`src/rtl/sig_clause_pkg.sv`:
```
package sig_clause_pkg;

    localparam int LPC       = 3;
    localparam int VAR_W     = 4;
    localparam int SPACE_VAR = 14;
    localparam int FILL_W    = $clog2(LPC + 1);

    typedef struct packed {
        logic [VAR_W-1:0] vnum;
        logic             neg;
    } lit_t;

    typedef struct packed {
        logic ok;
        lit_t lit;
    } dec_t;

    function automatic lit_t space_lit();
        lit_t r;
        r.vnum = VAR_W'(SPACE_VAR);
        r.neg  = 1'b0;
        return r;
    endfunction

    function automatic dec_t decode_char(input logic [7:0] ch);
        dec_t       r;
        logic [7:0] low;
        logic [4:0] k;
        r   = '0;
        low = ch | 8'h20;
        k   = 5'(low - 8'h61);
        if (ch == 8'h20) begin
            r.ok  = 1'b1;
            r.lit = space_lit();
        end else if (low >= 8'h61 && low <= 8'h7a) begin
            r.ok       = 1'b1;
            r.lit.vnum = VAR_W'(k[4:1]) + VAR_W'(1);
            r.lit.neg  = k[0];
        end
        return r;
    endfunction

endpackage

```
`src/rtl/sig_char_decoder.sv`:
```
module sig_char_decoder
    import sig_clause_pkg::*;
#(
    parameter int CHAR_W = 8
) (
    input  logic [CHAR_W-1:0] ch_i,
    output dec_t              dec_o
);
    always_comb begin
        dec_o = decode_char(8'(ch_i));
    end
endmodule

```
`src/rtl/sig_clause_assembler.sv`:
```
module sig_clause_assembler
    import sig_clause_pkg::*;
(
    input  logic           clk,
    input  logic           rst,
    input  logic           acc_i,
    input  dec_t           dec_i,
    input  logic           last_i,
    input  logic           out_ready_i,
    output logic           out_valid_o,
    output lit_t [LPC-1:0] held_o,
    output logic           hs_o,
    output logic           final_hs_o,
    output logic           empty_last_o,
    output logic           err_o
);
    logic [FILL_W-1:0] fill;
    logic [FILL_W-1:0] fill_after;
    lit_t [LPC-1:0]    part;
    lit_t [LPC-1:0]    merged;
    lit_t [LPC-1:0]    padded;
    logic              fin;
    logic              emit;

    always_comb begin
        merged = part;
        if (dec_i.ok) merged[fill] = dec_i.lit;
        fill_after = fill + FILL_W'(dec_i.ok);
        for (int i = 0; i < LPC; i++) begin
            padded[i] = (FILL_W'(i) < fill_after) ? merged[i] : space_lit();
        end
        emit = acc_i && ((dec_i.ok && fill == FILL_W'(LPC - 1)) ||
                         (last_i && fill_after != '0));
    end

    assign hs_o         = out_valid_o && out_ready_i;
    assign final_hs_o   = hs_o && fin;
    assign empty_last_o = acc_i && last_i && !emit;

    always_ff @(posedge clk) begin
        if (rst) begin
            fill        <= '0;
            part        <= '0;
            held_o      <= '0;
            out_valid_o <= 1'b0;
            fin         <= 1'b0;
            err_o       <= 1'b0;
        end else begin
            if (hs_o) out_valid_o <= 1'b0;
            if (acc_i && !dec_i.ok) err_o <= 1'b1;
            if (acc_i) begin
                if (emit) begin
                    held_o      <= padded;
                    out_valid_o <= 1'b1;
                    fin         <= last_i;
                    fill        <= '0;
                end else if (last_i) begin
                    fill <= '0;
                end else if (dec_i.ok) begin
                    part <= merged;
                    fill <= fill_after;
                end
            end
        end
    end

    // a held clause stays put until taken
    p_hold_stable_r7: assert property (@(posedge clk) disable iff (rst)
        out_valid_o && !out_ready_i |=> out_valid_o && $stable(held_o));

    // never more than LPC-1 literals pending
    p_fill_range_r4: assert property (@(posedge clk) disable iff (rst)
        fill < FILL_W'(LPC));

    // error flag is sticky
    p_err_sticky_r6: assert property (@(posedge clk) disable iff (rst)
        err_o |=> err_o);

    // no clause ever carries an empty slot
    generate
        for (genvar gi = 0; gi < LPC; gi++) begin : g_rng
            p_var_range_r5: assert property (@(posedge clk) disable iff (rst)
                out_valid_o |-> (held_o[gi].vnum >= VAR_W'(1) &&
                                 held_o[gi].vnum <= VAR_W'(SPACE_VAR)));
        end
    endgenerate
endmodule

```
`src/rtl/sig_progress_tracker.sv`:
```
module sig_progress_tracker #(
    parameter int CNT_W = 16
) (
    input  logic             clk,
    input  logic             rst,
    input  logic             hs_i,
    input  logic             final_hs_i,
    input  logic             empty_last_i,
    output logic [CNT_W-1:0] count_o,
    output logic             done_o
);
    always_ff @(posedge clk) begin
        if (rst) begin
            count_o <= '0;
            done_o  <= 1'b0;
        end else begin
            if (hs_i) count_o <= count_o + CNT_W'(1);
            done_o <= final_hs_i || empty_last_i;
        end
    end

    // one step per handshake
    p_count_step_r8: assert property (@(posedge clk) disable iff (rst)
        hs_i |=> count_o == $past(count_o) + CNT_W'(1));

    // done never lasts two cycles
    p_done_pulse_r9: assert property (@(posedge clk) disable iff (rst)
        done_o |=> !done_o);
endmodule

```
`src/rtl/sig_clause_enc.sv`:
```
module sig_clause_enc
    import sig_clause_pkg::*;
#(
    parameter int CHAR_W = 8,
    parameter int CNT_W  = 16
) (
    input  logic                 clk,
    input  logic                 rst,
    input  logic                 in_valid,
    output logic                 in_ready,
    input  logic [CHAR_W-1:0]    in_char,
    input  logic                 in_last,
    output logic                 out_valid,
    input  logic                 out_ready,
    output logic [LPC*VAR_W-1:0] out_var,
    output logic [LPC-1:0]       out_neg,
    output logic                 err_sticky,
    output logic [CNT_W-1:0]     clause_count,
    output logic                 done
);
    dec_t           dec;
    lit_t [LPC-1:0] held;
    logic           acc, hs, final_hs, empty_last;

    assign in_ready = !out_valid;
    assign acc      = in_valid && in_ready;

    sig_char_decoder #(.CHAR_W(CHAR_W)) u_dec (
        .ch_i  (in_char),
        .dec_o (dec)
    );

    sig_clause_assembler u_asm (
        .clk          (clk),
        .rst          (rst),
        .acc_i        (acc),
        .dec_i        (dec),
        .last_i       (in_last),
        .out_ready_i  (out_ready),
        .out_valid_o  (out_valid),
        .held_o       (held),
        .hs_o         (hs),
        .final_hs_o   (final_hs),
        .empty_last_o (empty_last),
        .err_o        (err_sticky)
    );

    sig_progress_tracker #(.CNT_W(CNT_W)) u_trk (
        .clk          (clk),
        .rst          (rst),
        .hs_i         (hs),
        .final_hs_i   (final_hs),
        .empty_last_i (empty_last),
        .count_o      (clause_count),
        .done_o       (done)
    );

    generate
        for (genvar gi = 0; gi < LPC; gi++) begin : g_out
            assign out_var[gi*VAR_W +: VAR_W] = held[gi].vnum;
            assign out_neg[gi]                = held[gi].neg;
        end
    endgenerate

    // input is refused while a clause is held
    p_stall_r7: assert property (@(posedge clk) disable iff (rst)
        out_valid && !out_ready |=> !in_ready);
endmodule

```
`config.mk`:
```
export PLATFORM = sky130hd
export DESIGN_NAME = sig_clause_enc
export DESIGN_NICKNAME = d
export VERILOG_FILES = /design/src/rtl/sig_clause_pkg.sv /design/src/rtl/sig_char_decoder.sv /design/src/rtl/sig_clause_assembler.sv /design/src/rtl/sig_progress_tracker.sv /design/src/rtl/sig_clause_enc.sv
export SDC_FILE = /design/constraint.sdc
export NUM_CORES = 1
export LEC_CHECK = 0
export BUFFER_PORTS_ARGS = -buffer_cell sky130_fd_sc_hd__clkbuf_2
export CELL_PAD_IN_SITES_DETAIL_PLACEMENT = 0
export CELL_PAD_IN_SITES_GLOBAL_PLACEMENT = 1
export CORE_MARGIN = 5
export CORE_UTILIZATION = 42
export DETAILED_ROUTE_END_ITERATION = 6
export MAX_ROUTING_LAYER = met4
export PLACE_DENSITY = 0.86
export RECOVER_POWER = 25
export SLEW_MARGIN = 20
export SYNTH_ARGS = -nofsm -noshare
export SYNTH_HDL_FRONTEND = slang
export SYNTH_HIERARCHICAL = 1
export SYNTH_SLANG_ARGS = --single-unit
```
`constraint.sdc`:
```
create_clock -name clk -period 3.65 [get_ports clk]
set_clock_uncertainty 0.1 [all_clocks]
set_input_delay 0.73 -clock clk [delete_from_list [all_inputs] [get_ports clk]]
set_output_delay 0.73 -clock clk [all_outputs]
set_load 0.01 [all_outputs]
```
# ---- After elaboration in Yosys (flattened, before gate mapping)
# Cells that the tools add are included.
dict set report totals {
  regBits 52
  inputBits 13
  output_inout_bits 35
}
dict set report classes {
  add_sub_neg 4
  magnitude_cmp 7
  eq_ne 2
  muxes 15
  bitwise_logic 2
  reduce_logical 21
}
# cell n
set ops {}
lappend ops {{5-bit two-way mux} 4}
lappend ops {{16-bit by 1-bit adder with 16-bit output (second input constant)} 1}
lappend ops {{15-bit bitwise mux} 1}
lappend ops {{15-bit two-way mux} 1}
lappend ops {{6-bit two-way mux} 2}
lappend ops {{1-bit logical AND} 11}
lappend ops {{5-bit demux with 2-bit select} 1}
lappend ops {{8-bit by 6-bit equality test with 1-bit output (second input constant)} 1}
lappend ops {{8-bit by 7-bit >= comparator with 1-bit output (second input constant)} 1}
lappend ops {{8-bit by 7-bit less-or-equal comparator with 1-bit output (second input constant)} 1}
lappend ops {{2-bit two-way mux} 3}
lappend ops {{5-bit by 1-bit subtractor with 5-bit output (second input constant)} 1}
lappend ops {{4-bit by 1-bit adder with 4-bit output (second input constant)} 1}
lappend ops {{1-bit by 2-bit < comparator with 1-bit output (first input constant)} 2}
lappend ops {{2-bit AND reduction} 2}
lappend ops {{4-bit AND reduction} 1}
lappend ops {{1-bit zero test} 3}
lappend ops {{2-bit by 3-bit < comparator with 1-bit output (second input constant)} 1}
lappend ops {{1-bit two-way mux} 3}
lappend ops {{3-bit nonzero test} 1}
lappend ops {{2-bit by 1-bit adder with 2-bit output} 1}
lappend ops {{2-bit equality test (second input constant)} 1}
lappend ops {{2-bit by 1-bit >= comparator with 1-bit output (second input constant)} 1}
lappend ops {{1-bit logical OR} 2}
lappend ops {{3 further kinds} 4}

# ---- Logic depth before layout (Yosys ltp)
# Gate-level depths: netlist of run 1.
dict set report depth {
  depth_word 12
  mapped_depth 13
}

# ---- Modules after synthesis
# The synthesis of run 1 kept the hierarchy.
# mod instances cells_each area_per_inst_um2 seq_area_each_um2
set by_module_without_submodules {}
lappend by_module_without_submodules {sig_clause_assembler 1 168 1630.3 700.7}
lappend by_module_without_submodules {sig_progress_tracker 1 79 757.0 340.3}
lappend by_module_without_submodules {sig_char_decoder 1 33 245.2 0.0}
lappend by_module_without_submodules {sig_clause_enc 1 2 10.0 0.0}

# ---- Worst setup path after synthesis of run 1
# Ideal clock, no wire load.
dict set report synth_path {
  path_type {input-to-reg}
  start {input port in_char[0]}
  end {register u_asm/part[5] (netlist name)}
  arrival_time_ns 2.544
  required_ns 3.422
  path_slack_ns 0.878
  path_stages 12
  path_buffers 2
  cell_sequence {inv_1 > ha_1 > nor2b_1 > o211ai_1 > nand4b_1 > nand2_1 > buf_4 > nand2_1 > or4_1 > buf_2 > mux2i_1 > nor2_1}
}
# item line_no
set synth_lines {}
lappend synth_lines {{start: declaration} sig_clause_enc.sv:11} ;# input logic [CHAR_W-1:0] in_char,
lappend synth_lines {{end signal: assignment} sig_clause_assembler.sv:60} ;# part <= merged;
lappend synth_lines {{end: declaration} sig_clause_assembler.sv:19} ;# lit_t [LPC-1:0] part;

==> summary.md, run 1 <==
| Metric | Value |
|---|---|
| Outcome | finished, violations left |
| Failing checks | max-capacitance violations, max-slew violations |
| Synth Area in Simple Gates | 25.3% |
| Synthesized net count | 302 |
| CTS clk-pin slew, worst paths | 0.10 ns |
| Via density | 5.27 |
| DIE AREA | 0.00798 mm^2 |
| H-tree levels | 2 |
| Startpoint types | input port |
| Post-DP HPWL | 4130 um |
| Initial Utilization | 42.3% |
| Num rows | 29 |
| Slew @ Worst Pin | 2.23 ns |
| Crit Path Class | input port to register |
| Multiplexer share of the synthesized area | 9.33% |
| Sw Ratio | 25.4% |
| Fin cells | 402 |
| NumNets Final | 344 |
| Routed via count | 2120 |
| Total power | 1.00 mW |
| Post-DR wirelength/cell | 13.9 um |
| Clock root cell | clkbuf_8 |
| DR iter-0 viols | 92 |
| Synth Area per Inst | 9.37 um^2 |
| Total Neg Setup Slack | 0 ns |
| Port bufs | 47 |
| I/O pin count | 48 |
| Final Critical Period | 2.96 ns |
| Main synth FF type | dfxtp_1 |
| Die Span X | 89.3 um |
| Number of clock buffers inserted by TritonCTS | 5 |
| Post-CTS Setup Bufs | 0 |
| Combinational power share | 9.3% |
| Relative slew margins | -48.4% |
| Max-slew violations | 54 |
| Largest fanout on the critical path | 10 |
| Gr usage total | 15.1% |
| Placed cell areas | 0.00291 mm^2 |
| Fin util | 47.8% |
| DR DRC count | 0 |
| VDD IR max | 204 uV |
| Flops & latches, synth | 52 |
| Die height | 89.3 um |
| RSZ-0062 raised after global routing | no |
| Post_cts resized | 0 |
| Post-synth top area share | 39.4% |
| Critical Path AT | 2.96 ns |
| Drt total wl | 5580 um |
| First-pass GRT wire length | 9400 um |
| Post-Place Worst Slack | 0.431 ns |
| Synth cell types | 56 |
| XOR/XNOR Fraction of Synth Area | 5.92% |
| Sw Pwr | 0.255 mW |
| Clk buf depth | 2 |
| Yosys warnings | 6 |
| CP required | 3.65 ns |
| GPL Wtd Cong | 0.827 |
| Antenna violations before repair | 0 |
| Clk Latency, worst-skew pair | 0.30 ns |
| Detail Route Antenna Nets | 0 |
| Internal | 0.748 mW |
| Clock Power Share | 32.9% |
| Synth Instances | 282 |
| Post-synthesis compound-gate area fraction | 12.3% |
| Vias in the first global route | 2019 |
| Synth area leaders | dfxtp_1 (39%), mux2i_1 (7.2%), nor2_1 (6.7%) |
| Sequential Power Share | 57.8% |
| P_leak | 1.24 nW |
| Adder-cell share of the synthesized area | 3.31% |
| Setup violations, final | 0 |
| Placed cells | 394 |
| Synthesized cell area | 0.00264 mm^2 |
| Layout cells sized above 1 | 19.1% |
| Num Clock Sinks | 52 |
| Post-synth EDFFs | 0 |
| Ys async rst share | 0% |
| Post-CTS Hold Fix Bufs | 0 |
| Pwr Density | 336 mW/mm^2 |
| Fin crit share | 81.0% |
| CP Capture Type | register |
| Setup ws final | 0.692 ns |
| CTS tree | done |
| Hold slack | 0.359 ns |
| MaxCap Viol Count | 1 |
| Register area share after synthesis | 39.4% |
| Core Region | 0.00624 mm^2 |
| Area Growth Syn to Fin | 12.9% |
| Area leader, netlist | dfxtp_1 |
| DRT Pass-1 Iters | 4 |
| Final instance area | 0.00298 mm^2 |
| Peak Freq | 0.338 GHz |
| N_diodes | 0 |
| Min-delay worst type | register to register |
| Largest family of logic cells by synthesized area | simple AND/OR/NAND/NOR gates |
| Final hold violation count | 0 |
| Largest net degree at the start of global routing | 54 |
| GRT overflow | 0 |
==> per-layer routing <==
layer  share of wire [%]  track usage (%)  vias up
met4                0.56             4.06        0
met3                 5.6             2.86        4
met5                   0                -        -
met2                  48             25.3       53
li1                    -                -     1082
met1                  46             18.7      981
==> layout by cell type, fill, tap and decap left out, types with 2 or more instances in the layout <==
cell type	instances
a311oi_1	6
and3_1	2
and2_2	2
xor2_1	12
nand2b_1	6
a211oi_1	4
and2_1	5
nor2_1	47
nand4b_1	4
o211ai_1	2
clkbuf_2	34
nand4_4	2
dfxtp_1	52
xnor2_1	4
nor3_2	2
nand3b_1	3
mux2_2	4
o21ai_0	7
nor2b_1	9
o22ai_1	4
nand2_1	7
ha_1	7
mux2i_1	19
buf_4	3
a21oi_1	8
and4_1	2
inv_1	8
clkbuf_8	5
nand3_1	4
clkbuf_1	13
a2bb2oi_1	4
nand4_1	7
or3_1	3
==> critical path, stage by stage <==
cell	delay [ns]
clkbuf_2	0.12
inv_1	0.11
ha_1	0.16
nor2b_1	0.05
o211ai_1	0.16
nand4b_1	0.26
nand2_1	0.18
buf_4	0.18
nand2_1	0.15
or4_1	0.61
mux2i_1	0.21
nor2_1	0.05
==> flip-flops by register name (all words and copies together) (netlist names) <==
signal / cells
u_asm/fin: 1
u_asm/err_o: 1
u_trk/count_o: 16
u_asm/held_o: 15
u_asm/out_valid_o: 1
u_asm/part: 15
u_asm/fill: 2
u_trk/done_o: 1
==> worst paths after layout <==
kind	from	end	slack, ns	cells after the start
setup / recovery	in_char[0]	u_asm/part[5]	0.69	12
hold reg to reg	u_asm/fin	u_asm/fin	0.36	2
setup reg to reg	u_asm/fill[0]	u_asm/held_o[0]	1.57	5
hold / removal	u_asm/fin	u_asm/fin	0.36	2
==> cells by family after synthesis <==
| kind of cell | after synthesis |
|---|---|
| and+or+nand+nor | 113 |
| DFF | 52 |
| AOI/OAI and AO/OA | 46 |
| muxes | 24 |
| buffers and inverters | 23 |
| xor gates and xnor gates | 17 |
| adders and majority gates | 7 |
==> cell usage after synthesis (all sizes together), types with 6 or more instances <==
cell type  instances
nand4              9
dfxtp             52
nor2b              9
and2               7
inv                8
nand2b             6
ha                 7
a311oi             6
xor2              13
clkbuf             6
o21ai              8
a21oi              9
buf                9
mux2i             19
nand2              7
nor2              47
==> power by group through the flow <==
stage | Sequential (mW) | Combinational (mW) | Clock [mW]
finish | 0.580 | 0.0937 | 0.330
global route | 0.581 | 0.105 | 0.367
floorplan | 0.595 | 0.0622 | 0
global placement | 0.593 | 0.0944 | 0
detailed placement | 0.593 | 0.0948 | 0
CTS | 0.580 | 0.0955 | 0.344
==> layout make-up <==
type | instances | area (um^2)
Sequential cell | 52 | 1040
Timing Repair Buffer | 50 | 241
Clock inverter | 3 | 21.3
Multi-Input combinational cell | 207 | 1480
Inverter | 8 | 30.0
Tap cell | 77 | 96.3
Fill cell | 650 | 3260
Clock buffer | 5 | 68.8
(Power assumes the default switching activity.)
==> run 2, diff against run 1 <==
clock period = 2.8 ns   (was 3.65 ns; I/O delays follow)
==> summary.md, run 2 (synthesis gave the netlist of run 1 again) <==
| Metric | Value |
|---|---|
| Post-Place Worst Slack | 0.0164 ns (-0.415 ns) |
| CTS tree | done |
| MaxCap Viol Count | 1 (unchanged) |
| Commonest cells after routing, fill and taps aside | dfxtp_1 (52), nor2_1 (47), clkbuf_2 (34) |
| Routed via count | 2219 (+4.7%) |
| Num Clock Sinks | 52 (unchanged) |
| Min-delay worst type | register to register |
| Largest fanout on the critical path | 5 (-5) |
| N_diodes | 0 (unchanged) |
| Most flops, register | u_trk/count_o |
| Num rows | 29 (unchanged) |
| Placed cell areas | 0.00305 mm^2 (+4.8%) |
| GRT overflow | 0 (unchanged) |
| Fill count | 625 (-3.8%) |
| GPL Wtd Cong | 0.890 (+7.7%) |
| Number of clock buffers inserted by TritonCTS | 5 (unchanged) |
| CTS clk-pin slew, worst paths | 0.10 ns (about the same) |
| Detail Route Antenna Nets | 0 (unchanged) |
| Slew @ Worst Pin | 1.62 ns (-0.606 ns) |
| CP peak stage delay | 0.36 ns (-0.25 ns) |
| Min-Delay Startpoint | u_asm/fin |
| Critical R2R Launch | u_asm/out_valid_o |
| Peak Freq | 0.398 GHz |
| Post-CTS Setup Bufs | 0 (unchanged) |
| Hold depth | 2 (unchanged) |
| Initial Utilization | 42.3% (unchanged) |
| Worst R2R End | u_trk/count_o[15] |
| Setup ws final | 0.289 ns (-0.403 ns) |
| NumNets Final | 361 (+4.9%) |
| Clock root cell | clkbuf_8 |
| Crit Path Class | input port to register |
| Outcome | finished, violations left |
| First-pass GRT wire length | 9850 um (+4.9%) |
| Reg2reg path depth | 5 (unchanged) |
| Slowest cell on the critical path | mux2_1 |
| Clk buf depth | 2 (unchanged) |
| Setup violations, final | 0 (unchanged) |
| Gr usage total | 16.1% (+0.93 points) |
| DRT Pass-1 Iters | 4 (unchanged) |
| VDD IR max | 311 uV (+52%) |
| DR DRC count | 0 (unchanged) |
| Post-DR wirelength/cell | 13.9 um (+0.20%) |
| Crit path buf inv count | 2 (-1) |
| CP delay by family, top | compound AO/OA/AOI/OAI gates |
| Hold slack | 0.357 ns (-0.00188 ns) |
| Pwr Density | 456 mW/mm^2 (+36%) |
| Clk Latency, worst-skew pair | 0.30 ns (about the same) |
| Hold EP | u_asm/fin |
| Total Neg Setup Slack | 0 ns (unchanged) |
| Die height | 89.3 um (unchanged) |
| Largest net degree at the start of global routing | 39 (-28%) |
| Failing checks | max-capacitance violations, max-slew violations |
| Die Span X | 89.3 um (unchanged) |
| Fin crit share | 89.7% |
| Layout cells sized above 1 | 22.8% (+3.7 points) |
| Internal reg-to-reg setup slack | 0.76 ns (-0.81 ns) |
| DIE AREA | 0.00798 mm^2 (unchanged) |
| Post_cts resized | 0 (unchanged) |
| Top flop regs | u_trk/count_o (16), u_asm/held_o (15), u_asm/part (15) |
| CP cell instances | clkbuf_2 -> inv_1 -> ha_1 -> or3_1 -> a31oi_1 -> mux2_1 -> a21oi_2 -> mux2i_1 -> a311oi_1 |
| H-tree levels | 2 (unchanged) |
| P_leak | 1.34 nW (+8.1%) |
| DR iter-0 viols | 69 (-25%) |
| Area Growth Syn to Fin | 19.2% |
| Max-slew violations | 39 (-28%) |
| Antenna violations before repair | 0 (unchanged) |
| Critical Path Stages | 9 (-3) |
| I/O pin count | 48 (unchanged) |
| Final instance area | 0.00315 mm^2 (+5.6%) |
| Final hold violation count | 0 (unchanged) |
| Via density | 5.30 (+0.42%) |
| Commonest non-fill, non-tap cell in the layout | dfxtp_1 |
| Startpoint types | input port |
| Crit. Startpoint | in_char[1] |
| Drt total wl | 5830 um (+4.4%) |
| Vias in the first global route | 2143 (+6.1%) |
| Port bufs | 47 (unchanged) |
| Max reg flops | 16 (unchanged) |
| RSZ-0062 raised after global routing | no |
| Post-CTS Hold Fix Bufs | 0 (unchanged) |
| Core Region | 0.00624 mm^2 (unchanged) |
| Relative slew margins | -7.97% (+40 points) |
| CP Capture Type | register |
| CP required | 2.88 ns (-0.77 ns) |
| Post-DP HPWL | 4370 um (+5.9%) |
| Final Critical Period | 2.51 ns |
| Critical Path AT | 2.59 ns (-0.37 ns) |
| Total power | 1.44 mW (+43%) |
-- run 2: cell count changes in the layout (fill, tap and decap cells not counted), sizes merged --
| cell | delta |
|---|---|
| buf | +16 |
| clkbuf | +2 |
| bufinv | +1 |
| clkinvlp | -1 |
| inv | -1 |
-- run 2: final cells by class --
cell class	instances	area (um^2)	area share, %
Sequential cell	52	1040	33.0
Clock inverter	2	38.8	1.23
Multi-Input combinational cell	207	1480	47.1
Clock buffer	6	82.6	2.62
Timing Repair Buffer	67	378	12.0
Inverter	8	30.0	0.953
Tap cell	77	96.3	3.06
-- run 2: through the flow --
step                std cells  util (%)
floorplan                 282         -
global placement          411      48.9
detailed placement        411      48.9
CTS                       419      50.8
global route              419      50.5
finish                    419      50.5
-- run 2: worst max path at each step --
| stage | to | slack (ns) |
|---|---|---|
| finish | u_asm/held_o[9] | 0.29 |
| global route | u_asm/held_o[0] | 0.10 |
| CTS | u_asm/held_o[9] | 0.33 |
| detailed placement | u_asm/held_o[9] | 0.02 |
| global placement | u_asm/held_o[9] | 0.04 |
| floorplan | u_asm/part[5] | 0.20 |
-- run 2: layer usage --
metal / GRT usage [%] / part of all wire [%] / vias up / routed length (um)
met2: 26.1 / 48 / 48 / 2830
met4: 5.82 / 1.2 / 0 / 70
li1: - / - / 1113 / -
met1: 19.7 / 46 / 1051 / 2670
met3: 3.32 / 4.5 / 7 / 261
met5: - / 0 / - / 0
-- run 2: worst reg2reg max path: cells and delay by family (launching register included) --
kind             cells  cell delay [ns]
AO/OA/AOI/OAI        1             0.14
flip-flops           1             0.42
AND/OR/NAND/NOR      4             1.31
-- run 2: power by group --
group          internal, mW  switching [mW]
clock                 0.293           0.250
combinational        0.0591          0.0789
sequential            0.749         0.00607
